## config.mk

```make
export PLATFORM = sky130hd
export DESIGN_NAME = i2c_tsearch
export DESIGN_NICKNAME = d
export VERILOG_FILES = /design/src/rtl/i2c_tsearch_pkg.sv /design/src/rtl/i2c_tsearch_modesel.sv /design/src/rtl/i2c_tsearch_ctab.sv /design/src/rtl/i2c_tsearch.sv
export SDC_FILE = /design/constraint.sdc
export NUM_CORES = 2
export LEC_CHECK = 0
export ABC_CLOCK_PERIOD_IN_PS = 17500
export BUFFER_PORTS_ARGS = -buffer_cell sky130_fd_sc_hd__buf_2
export CORE_MARGIN = 8
export CORE_UTILIZATION = 60
export DETAILED_ROUTE_END_ITERATION = 16
export MAX_ROUTING_LAYER = met4
export PLACE_DENSITY = 0.82
export SETUP_SLACK_MARGIN = 0.2
export SLEW_MARGIN = 30
export SYNTH_ARGS = -nofsm -noshare
export SYNTH_HDL_FRONTEND = slang
export SYNTH_SLANG_ARGS = --single-unit
export TNS_END_PERCENT = 10
```

## constraint.sdc

```tcl
create_clock -name clk -period 17.5 [get_ports clk]
set_clock_uncertainty 0.1 [all_clocks]
set_input_delay 3.5 -clock clk [delete_from_list [all_inputs] [get_ports clk]]
set_output_delay 3.5 -clock clk [all_outputs]
set_load 0.01 [all_outputs]
```

## src/rtl/i2c_tsearch_pkg.sv

```systemverilog
package i2c_tsearch_pkg;

  localparam int NUM_MODES = 3;
  localparam logic [31:0] AF_MIN_NS = 32'd50;
  localparam logic [31:0] AF_MAX_NS = 32'd260;

  typedef struct packed {
    logic [31:0] rate_lo;
    logic [31:0] rate_hi;
    logic [31:0] nom;
    logic [31:0] pmin;
    logic [31:0] pmax;
    logic [31:0] vd_max;
    logic [31:0] su_min;
    logic [31:0] low_min;
    logic [31:0] high_min;
    logic [31:0] rise;
    logic [31:0] fall;
  } mode_lim_t;

  typedef enum logic [2:0] {
    ST_IDLE, ST_S1, ST_S2_LOAD, ST_S2_WAIT, ST_S2_LOW, ST_S2_HIGH, ST_FIN
  } search_st_e;

  function automatic mode_lim_t mode_limits(input int m);
    mode_lim_t l;
    case (m)
      0: l = '{32'd80000, 32'd120000, 32'd10000, 32'd8333, 32'd12500,
               32'd3450, 32'd250, 32'd4700, 32'd4000, 32'd640, 32'd20};
      1: l = '{32'd320000, 32'd480000, 32'd2500, 32'd2083, 32'd3125,
               32'd900, 32'd100, 32'd1300, 32'd600, 32'd250, 32'd100};
      default: l = '{32'd800000, 32'd1200000, 32'd1000, 32'd833, 32'd1250,
               32'd450, 32'd50, 32'd500, 32'd260, 32'd60, 32'd100};
    endcase
    return l;
  endfunction

endpackage

```

## src/rtl/i2c_tsearch_modesel.sv

```systemverilog
module i2c_tsearch_modesel
  import i2c_tsearch_pkg::*;
#(
  parameter int RATE_W = 21
) (
  input  logic [RATE_W-1:0] rate_i,
  output logic              hit_o,
  output mode_lim_t         lim_o
);
  logic [NUM_MODES-1:0] match;

  for (genvar g = 0; g < NUM_MODES; g++) begin : g_band
    mode_lim_t band;
    assign band = mode_limits(g);
    assign match[g] = (32'(rate_i) >= band.rate_lo) && (32'(rate_i) <= band.rate_hi);
  end

  always_comb begin
    hit_o = |match;
    lim_o = '0;
    for (int m = NUM_MODES - 1; m >= 0; m--) begin
      if (match[m]) lim_o = mode_limits(m);
    end
  end
endmodule

```

## src/rtl/i2c_tsearch_ctab.sv

```systemverilog
module i2c_tsearch_ctab #(
  parameter int DEPTH = 16,
  parameter int W     = 12,
  localparam int AW   = $clog2(DEPTH)
) (
  input  logic          clk,
  input  logic          we,
  input  logic [AW-1:0] waddr,
  input  logic [W-1:0]  wdata,
  input  logic [AW-1:0] raddr,
  output logic [W-1:0]  rdata
);
  logic [W-1:0] mem [DEPTH];

  always_ff @(posedge clk) begin
    if (we) mem[waddr] <= wdata;
    rdata <= mem[raddr];
  end
endmodule

```

## src/rtl/i2c_tsearch.sv

```systemverilog
module i2c_tsearch
  import i2c_tsearch_pkg::*;
#(
  parameter int TCLK_W  = 16,
  parameter int RATE_W  = 21,
  parameter int PRESC_W = 4,
  parameter int DEL_W   = 4,
  parameter int SCL_W   = 8
) (
  input  logic              clk,
  input  logic              rst,
  input  logic              start_i,
  input  logic [TCLK_W-1:0] tclk_ns_i,
  input  logic [RATE_W-1:0] rate_hz_i,
  output logic              done_o,
  output logic              valid_o,
  output logic [31:0]       timing_o
);
  localparam int DEPTH = 1 << PRESC_W;
  localparam int ENT_W = PRESC_W + 2 * DEL_W;
  localparam int CNT_W = PRESC_W + 1;
  localparam logic [PRESC_W-1:0] P_LAST = '1;
  localparam logic [DEL_W-1:0]   D_LAST = '1;
  localparam logic [SCL_W-1:0]   C_LAST = '1;

  search_st_e         st_q;
  logic [31:0]        t_q;
  mode_lim_t          lim_q;
  logic               sel_hit;
  mode_lim_t          sel_lim;
  logic [CNT_W-1:0]   cnt_q;
  logic [PRESC_W-1:0] presc_q, idx_q, bp_q;
  logic [DEL_W-1:0]   scd_q, sda_q, bscd_q, bsda_q;
  logic [SCL_W-1:0]   scll_q, sclh_q, bl_q, bh_q;
  logic [ENT_W-1:0]   ent_q, rd_ent;
  logic [31:0]        tp_q, low_q, best_err_q;
  logic               found_q, busy;

  i2c_tsearch_modesel #(.RATE_W(RATE_W)) u_sel (
    .rate_i(rate_hz_i), .hit_o(sel_hit), .lim_o(sel_lim));

  // ---- first pass: one delay pair per prescaler ----
  logic [31:0] pt1, t_scd, t_sda, sda_lo, sda_hi, scl_need;
  logic        scd_ok, s1_hit, s1_next_scd, s1_next_p;
  always_comb begin
    pt1      = (32'(presc_q) + 32'd1) * t_q;
    t_scd    = (32'(scd_q) + 32'd1) * pt1;
    t_sda    = 32'(sda_q) * pt1;
    scl_need = lim_q.rise + lim_q.su_min;
    sda_lo   = (lim_q.fall > AF_MIN_NS + 32'd3 * t_q) ?
               lim_q.fall - AF_MIN_NS - 32'd3 * t_q : 32'd0;
    sda_hi   = (lim_q.vd_max > lim_q.rise + AF_MAX_NS + 32'd4 * t_q) ?
               lim_q.vd_max - lim_q.rise - AF_MAX_NS - 32'd4 * t_q : 32'd0;
    scd_ok   = t_scd >= scl_need;
    s1_hit   = scd_ok && (t_sda >= sda_lo) && (t_sda <= sda_hi);
    s1_next_scd = !s1_hit && (!scd_ok || sda_q == D_LAST);
    s1_next_p   = s1_hit || (s1_next_scd && scd_q == D_LAST);
  end

  i2c_tsearch_ctab #(.DEPTH(DEPTH), .W(ENT_W)) u_tab (
    .clk(clk), .we(st_q == ST_S1 && s1_hit), .waddr(cnt_q[PRESC_W-1:0]),
    .wdata({presc_q, scd_q, sda_q}), .raddr(idx_q), .rdata(rd_ent));

  // ---- second pass: low/high sweep ----
  logic [31:0] base, edge_t, low_c, high_c, tot0, tot, err;
  logic        low_ok, over, rec, adv_scll, adv_ent, last_ent;
  always_comb begin
    base   = AF_MIN_NS + 32'd2 * t_q;
    edge_t = lim_q.rise + lim_q.fall;
    low_c  = base + (32'(scll_q) + 32'd1) * tp_q;
    high_c = base + (32'(sclh_q) + 32'd1) * tp_q;
    tot0   = low_c + base + tp_q + edge_t;
    low_ok = (low_c > lim_q.low_min) && (t_q < ((low_c - AF_MIN_NS) >> 2));
    tot    = low_q + high_c + edge_t;
    err    = (tot >= lim_q.nom) ? tot - lim_q.nom : lim_q.nom - tot;
    over   = tot > lim_q.pmax;
    rec    = !over && (tot >= lim_q.pmin) && (high_c >= lim_q.high_min) &&
             (t_q < high_c) && (err < best_err_q);
    adv_scll = (st_q == ST_S2_LOW && tot0 <= lim_q.pmax && !low_ok) ||
               (st_q == ST_S2_HIGH && (over || sclh_q == C_LAST));
    adv_ent  = (st_q == ST_S2_LOW && tot0 > lim_q.pmax) ||
               (adv_scll && scll_q == C_LAST);
    last_ent = {1'b0, idx_q} == (cnt_q - CNT_W'(1));
  end

  assign busy = st_q != ST_IDLE;

  always_ff @(posedge clk) begin
    if (rst) begin
      st_q <= ST_IDLE; t_q <= '0; lim_q <= '0; cnt_q <= '0;
      presc_q <= '0; scd_q <= '0; sda_q <= '0; idx_q <= '0;
      ent_q <= '0; tp_q <= '0; low_q <= '0; scll_q <= '0; sclh_q <= '0;
      bp_q <= '0; bscd_q <= '0; bsda_q <= '0; bl_q <= '0; bh_q <= '0;
      best_err_q <= '0; found_q <= 1'b0;
      done_o <= 1'b0; valid_o <= 1'b0; timing_o <= '0;
    end else begin
      done_o <= 1'b0;
      case (st_q)
        ST_IDLE: if (start_i) begin
          t_q <= 32'(tclk_ns_i);
          lim_q <= sel_lim;
          best_err_q <= sel_lim.nom;
          cnt_q <= '0; presc_q <= '0; scd_q <= '0; sda_q <= '0;
          found_q <= 1'b0;
          st_q <= (sel_hit && tclk_ns_i != '0) ? ST_S1 : ST_FIN;
        end
        ST_S1: begin
          if (s1_hit) cnt_q <= cnt_q + CNT_W'(1);
          if (s1_next_p) begin
            scd_q <= '0; sda_q <= '0;
            if (presc_q == P_LAST) begin
              idx_q <= '0;
              st_q <= ((cnt_q == '0) && !s1_hit) ? ST_FIN : ST_S2_LOAD;
            end else presc_q <= presc_q + 1'b1;
          end else if (s1_next_scd) begin
            scd_q <= scd_q + 1'b1; sda_q <= '0;
          end else sda_q <= sda_q + 1'b1;
        end
        ST_S2_LOAD: st_q <= ST_S2_WAIT;
        ST_S2_WAIT: begin
          ent_q  <= rd_ent;
          tp_q   <= (32'(rd_ent[ENT_W-1 -: PRESC_W]) + 32'd1) * t_q;
          scll_q <= '0;
          st_q   <= ST_S2_LOW;
        end
        ST_S2_LOW: if (tot0 <= lim_q.pmax && low_ok) begin
          low_q <= low_c; sclh_q <= '0; st_q <= ST_S2_HIGH;
        end
        ST_S2_HIGH: begin
          if (rec) begin
            bp_q   <= ent_q[ENT_W-1 -: PRESC_W];
            bscd_q <= ent_q[2*DEL_W-1 -: DEL_W];
            bsda_q <= ent_q[DEL_W-1:0];
            bh_q <= sclh_q; bl_q <= scll_q;
            best_err_q <= err; found_q <= 1'b1;
          end
          if (!over && sclh_q != C_LAST) sclh_q <= sclh_q + 1'b1;
        end
        ST_FIN: begin
          done_o   <= 1'b1;
          valid_o  <= found_q;
          timing_o <= found_q ? ((32'(bp_q) << 28) | (32'(bscd_q) << 20) |
                      (32'(bsda_q) << 16) | (32'(bh_q) << 8) | 32'(bl_q)) : 32'd0;
          st_q <= ST_IDLE;
        end
        default: st_q <= ST_IDLE;
      endcase
      if (adv_ent) begin
        if (last_ent) st_q <= ST_FIN;
        else begin idx_q <= idx_q + 1'b1; st_q <= ST_S2_LOAD; end
      end else if (adv_scll) begin
        scll_q <= scll_q + 1'b1; st_q <= ST_S2_LOW;
      end
    end
  end
endmodule

```

# == After elaboration in Yosys (flattened, before gate mapping) ==
# Memories as Yosys holds them, arrays and structs flattened. A register that Yosys moved wholly into a read port is not among the register bits.
# Cells that the tools add are included.
# word_totals
ff_bits,515
ram_bits,192
out_inout_bits,34
mem_count,1
# op_classes
addsub,34
mul,7
magnitude_cmp,21
n_eq_ne,26
mux,50
bitwise_logic,4
n_reduce_logical,48
# mem_list
memory,depth,word_bits,rd,rd_clocked_by_memory_dff,write_ports,line_no,source
u_tab.mem,16,12,1,1,1,i2c_tsearch_ctab.sv:13,logic [W-1:0] mem [DEPTH];
# ops
cell,count
$mux 288,2
$mux 266,1
$add 32x32->32,6
$mux 32,6
$gt 32x32->1,5
$ge 32x32->1,3
$sub 32x32->32,3
$add 18x32->32,2
$add 32x18->32,2
$mul 9x32->32,2
$pmux 32 s2,1
$sub 32x18->32,2
$sub 32x6->32 const B,2
$mux 4,12
$mul 5x16->21,2
$mux 8,5
$add 32x9->32 const B,1
$add 6x32->32 const A,1
$ge 25x32->1,1
$ge 26x32->1,1
$le 25x32->1,1
$le 32x32->1,1
$lt 16x32->1,1
$lt 32x32->1,1
other kinds (54),126

# == Depth between registers and ports, before layout ==
# depth
depth_word,15
mapped_depth,58
ltp_nobuf,54

# == Modules after synthesis ==
# From an unflattened synthesis, not the netlist that was laid out.
# hier_totals
cells_unflattened,9539
hier_area_um2,79218.5
# by_module_without_submodules
mod,n_inst,cells_each,area_per_inst_um2
i2c_tsearch,1,8806,68668.4
i2c_tsearch_ctab,1,329,7599.8
i2c_tsearch_modesel,1,404,2950.3

# == Worst setup path before layout ==
# No wires, ideal clock.
# synth_path
path_type,register -> register
from,register sclh_q[3]
to,register best_err_q[17]
setup_time_ns,0.059
t_arrival_ns,13.161
slack_ns,4.180
path_stages_with_launch,53
n_path_buf,4
synth_period_minus_slack_ns,13.320
cell_sequence,dfxtp_1 > and3_1 > and3_1 > clkbuf_1 > nand3_1 > xnor2_1 > clkbuf_1 > and2_1 > fa_1 > fa_1 > fa_1 > fa_1 > inv_1 > fa_1 > inv_1 > ha_1 > a21o_1 > a21oi_1 > [17 not listed] > nand4_1 > clkbuf_1 > clkbuf_1 > mux2_2 > ha_1 > a21o_1 > a21o_1 > a211oi_1 > o21bai_1 > a211oi_1 > o21ai_0 > a41o_1 > o311ai_0 > a21oi_1 > a2111oi_1 > nand2_1 > a21oi_1 > a21o_1
# synth_between
elab_chain_cells,13
# synth_rtl
item,line_no,source
"start, declared",i2c_tsearch.sv:34,"logic [SCL_W-1:0] scll_q, sclh_q, bl_q, bh_q;"
"start signal, assigned",i2c_tsearch.sv:137,if (!over && sclh_q != C_LAST) sclh_q <= sclh_q + 1'b1;
$add 8x1->9 *,i2c_tsearch.sv:71,high_c = base + (32'(sclh_q) + 32'd1) * tp_q;
$mul 9x32->32 *,i2c_tsearch.sv:71,
$add 18x32->32 *,i2c_tsearch.sv:71,
"parallel branches: the longest is 10 deep, another holds $add 32x32->32",n/a,
"end signal, assigned",i2c_tsearch.sv:102,best_err_q <= sel_lim.nom;
"end, declared",i2c_tsearch.sv:36,"logic [31:0] tp_q, low_q, best_err_q;"
# Every way passes the cells marked *. The select of a mux whose other input is x is not followed.
# A chain may end at the register's enable or synchronous reset.

# == Worst setup path in the final report ==
# layout_path
from,register sclh_q[3]
to,register best_err_q[18]
# Same word-level chain as after synthesis.

==> reports/metrics.yaml <==
placement:
  dp_cells: 7306
  port_buffers: 69
  dp_hpwl_um: 123000
  globalplace.congestion: 0.994
  pre_cts_ws_ps: 2930
detailed_routing:
  drt-total-wl_um: 158000
  via_per_inst: 6.19
  drc: 0
  first_pass_iters: 9
  post_drt_wl_per_cell_um: 21.4
  postRouteAntennaNets: 0
  met1_length_um: 63000
  met3_length_um: 13000
  vias: 45763
  top_layer: "met4"
  dr_wl_met2_um: 74200
  first_iter_violations: 4464
worst_hold_path:
  hold_path.class: "flip-flop to flip-flop"
sta:
  post-route-period-util: 0.846
  slew_violations: 0
  fin_crit_ps: 14800
  worst_pin_slew_ps: 1060
  fin_tns_setup_ps: 0
  timing.fmax_mhz: 67.6
  setup_violations: 0
  rsz0062_at_grt: "no"
  hold_viol_final: 0
  worst_slack_ps: 2700
  slew_headroom: 0.291
global_routing:
  grt.total_usage: 0.317
  antenna_found_initial: 10
  grt_overflow: 0
  grt_max_degree: 84
  grt_pass1_wl_um: 252000
  grt_pass1_vias: 45988
synthesis:
  async_reset_ff_frac: 0
  syn_area_um2: 54600
  synth.most_common_cell: "nand2_1"
  syn_avg_cell_area_um2: 8.83
  synth-seq-cells: 423
  synth_seq_area_share: 0.190
  ys_top_cells_by_area: "fa_1, ha_1, edfxtp_1"
  yosys.area.top_type_share: 0.193
  synth_edf_count: 192
  synthCells: 6183
  synth_flop_cell: "dfxtp_1"
  netlist_top_cells_count: "nand2_1, inv_1, ha_1"
  yosysTopAreaCell: "fa_1"
  synth_warnings: 0
  synth.distinct_cells: 99
layout:
  drive_above_1_share: 0.0625
  nets: 7417
  syn_to_final_growth_pct: 6.26
  fin_cells: 7397
  fill_cells: 7280
worst_setup_path:
  rr_worst_depth: 52
  cp.required_ps: 17910
  critPathMostFrequentCell: "a21oi_1"
  arrival_ps: 15210
  crit_end: "best_err_q[18]"
  r2r-start: "sclh_q[3]"
  reg2reg_slack_ps: 2700
  crit_path_max_fanout: 23
  timing.rr.end: "best_err_q[18]"
  cp-startpoint: "sclh_q[3]"
  crit_type: "flip-flop to flip-flop"
  critPathLaunchType: "flip-flop"
  slowest_delay_ps: 790
  cp_slowest_cell: "nand4bb_1"
  endpoint_kind: "flip-flop"
power_and_ir_drop:
  ir_worst_vdd_v: 0.000124
  powerDensity_nw_per_um2: 119
  p_leak_nw: 27.9
die:
  core_area_um2: 90100
  io_pins: 74
  die_h_um: 318
  row_count: 110
  die_area_um2: 101000
  start_util: 0.606
  die_w_um: 318
clock_tree:
  htree_levels: 2
  cts_resized: 0
  numCtsBuffers: 45
  postCtsSetupBuffers: 0
  clkTransAtPathRegs_ps: 60
  clock_path_buffers: 3
  clockRootBuffer: "clkbuf_16"
  cts_tree: "built"
  clkLatencyLatePin_ps: 630
  cts_hold_buf: 0
  clock-sinks: 423
outcome:
  status: "completed"
job:
  maxCapViolCount: 0
==> critical path: cells and delay by family, from the launching register on <==
kind	cells	cell delay [ps]
flip-flops	1	440
adder cells (fa/ha/maj)	9	3890
buffers and inverters	4	860
AND/OR/NAND/NOR	15	3540
AO/OA/AOI/OAI	21	4760
XOR/XNOR	3	1110
==> layout make-up <==
class | instances | area, um^2 | share of cell area
multi-input cells | 4774 | 40600 | 0.699
flip-flops and latches | 423 | 10400 | 0.179
inverters | 745 | 2800 | 0.0482
well taps | 1176 | 1470 | 0.0254
clock buffers | 60 | 1270 | 0.0219
repair buffers | 188 | 1260 | 0.0218
clock inverters | 21 | 246 | 0.00425
diodes | 10 | 25.0 | 0.000431
==> sequential cells by signal, indices dropped and copies added, names as in the netlist, 5 cells and up <==
name         flops
sclh_q           8
lim_q            7
u_tab.mem      192
scll_q           8
bh_q             8
best_err_q      32
tp_q            21
bl_q             8
timing_o        28
ent_q           12
t_q             16
low_q           32
cnt_q            5
u_tab.rdata     12
==> layer usage <==
| layer | up-vias | global-route usage |
|---|---|---|
| li1 | 20917 | - |
| met1 | 22320 | 0.401 |
| met2 | 2042 | 0.513 |
| met3 | 484 | 0.0432 |
| met4 | 0 | 0.132 |
| met5 | - | - |
==> cell families after synthesis <==
group / Yosys count / synth area share
buffers and inverters: 989 / 0.0692
adders and majority gates: 1200 / 0.347
and+or+nand+nor: 2041 / 0.179
xor gates and xnor gates: 275 / 0.0444
other: 1 / 0.0000687
muxes: 109 / 0.0339
AOI/OAI and AO/OA: 1145 / 0.135
DFF: 423 / 0.190
==> through the flow <==
step	power, mW	util	instance area, um^2	hold WS [ps]
6_report	6.91	0.644	58000	346
5_1_grt	7.47	0.644	58000	368
4_1_cts	6.84	0.643	58000	348
3_5_place_dp	5.82	0.626	56500	331
3_3_place_gp	5.71	0.626	56400	322
2_1_floorplan	4.57	-	54600	317
==> cells in the final DEF, fill, tap and decap left out, types with 48 or more instances in the layout <==
master / Yosys / layout
nand2_1: 775 / 775
inv_1: 742 / 742
ha_1: 673 / 673
fa_1: 527 / 527
a21oi_1: 378 / 378
nor2_1: 376 / 373
dfxtp_1: 231 / 228
edfxtp_1: 192 / 192
and2_1: 188 / 188
xnor2_1: 182 / 177
o21ai_0: 171 / 171
a21o_1: 133 / 133
nand2b_1: 125 / 125
nand3_1: 123 / 123
nor2b_1: 120 / 120
buf_4: 4 / 118
xor2_1: 92 / 90
nor3_1: 92 / 89
buf_2: 3 / 68
mux4_2: 60 / 60
o21a_1: 49 / 49
a211oi_1: 50 / 49
nand4_1: 48 / 48
==> worst min-delay path by stage <==
| stage | from | to | slack (ps) | cells after the start |
|---|---|---|---|---|
| 2_1_floorplan | u_tab.rdata[0] | ent_q[0] | 320 | 2 |
| 3_3_place_gp | u_tab.rdata[7] | ent_q[7] | 320 | 2 |
| 3_5_place_dp | u_tab.rdata[4] | ent_q[4] | 330 | 2 |
| 4_1_cts | timing_o[23] | timing_o[23] | 350 | 2 |
| 5_1_grt | timing_o[0] | timing_o[0] | 370 | 2 |
| 6_report | timing_o[10] | timing_o[10] | 350 | 2 |
==> power by group <==
group	internal [mW]	leakage (nW)	switching, mW
sequential	1.11	3.61	0.0767
combinational	1.88	23.6	2.85
clock	0.550	0.746	0.437
total	3.54	27.9	3.37
Note: power is estimated with default switching activity, not from simulation.
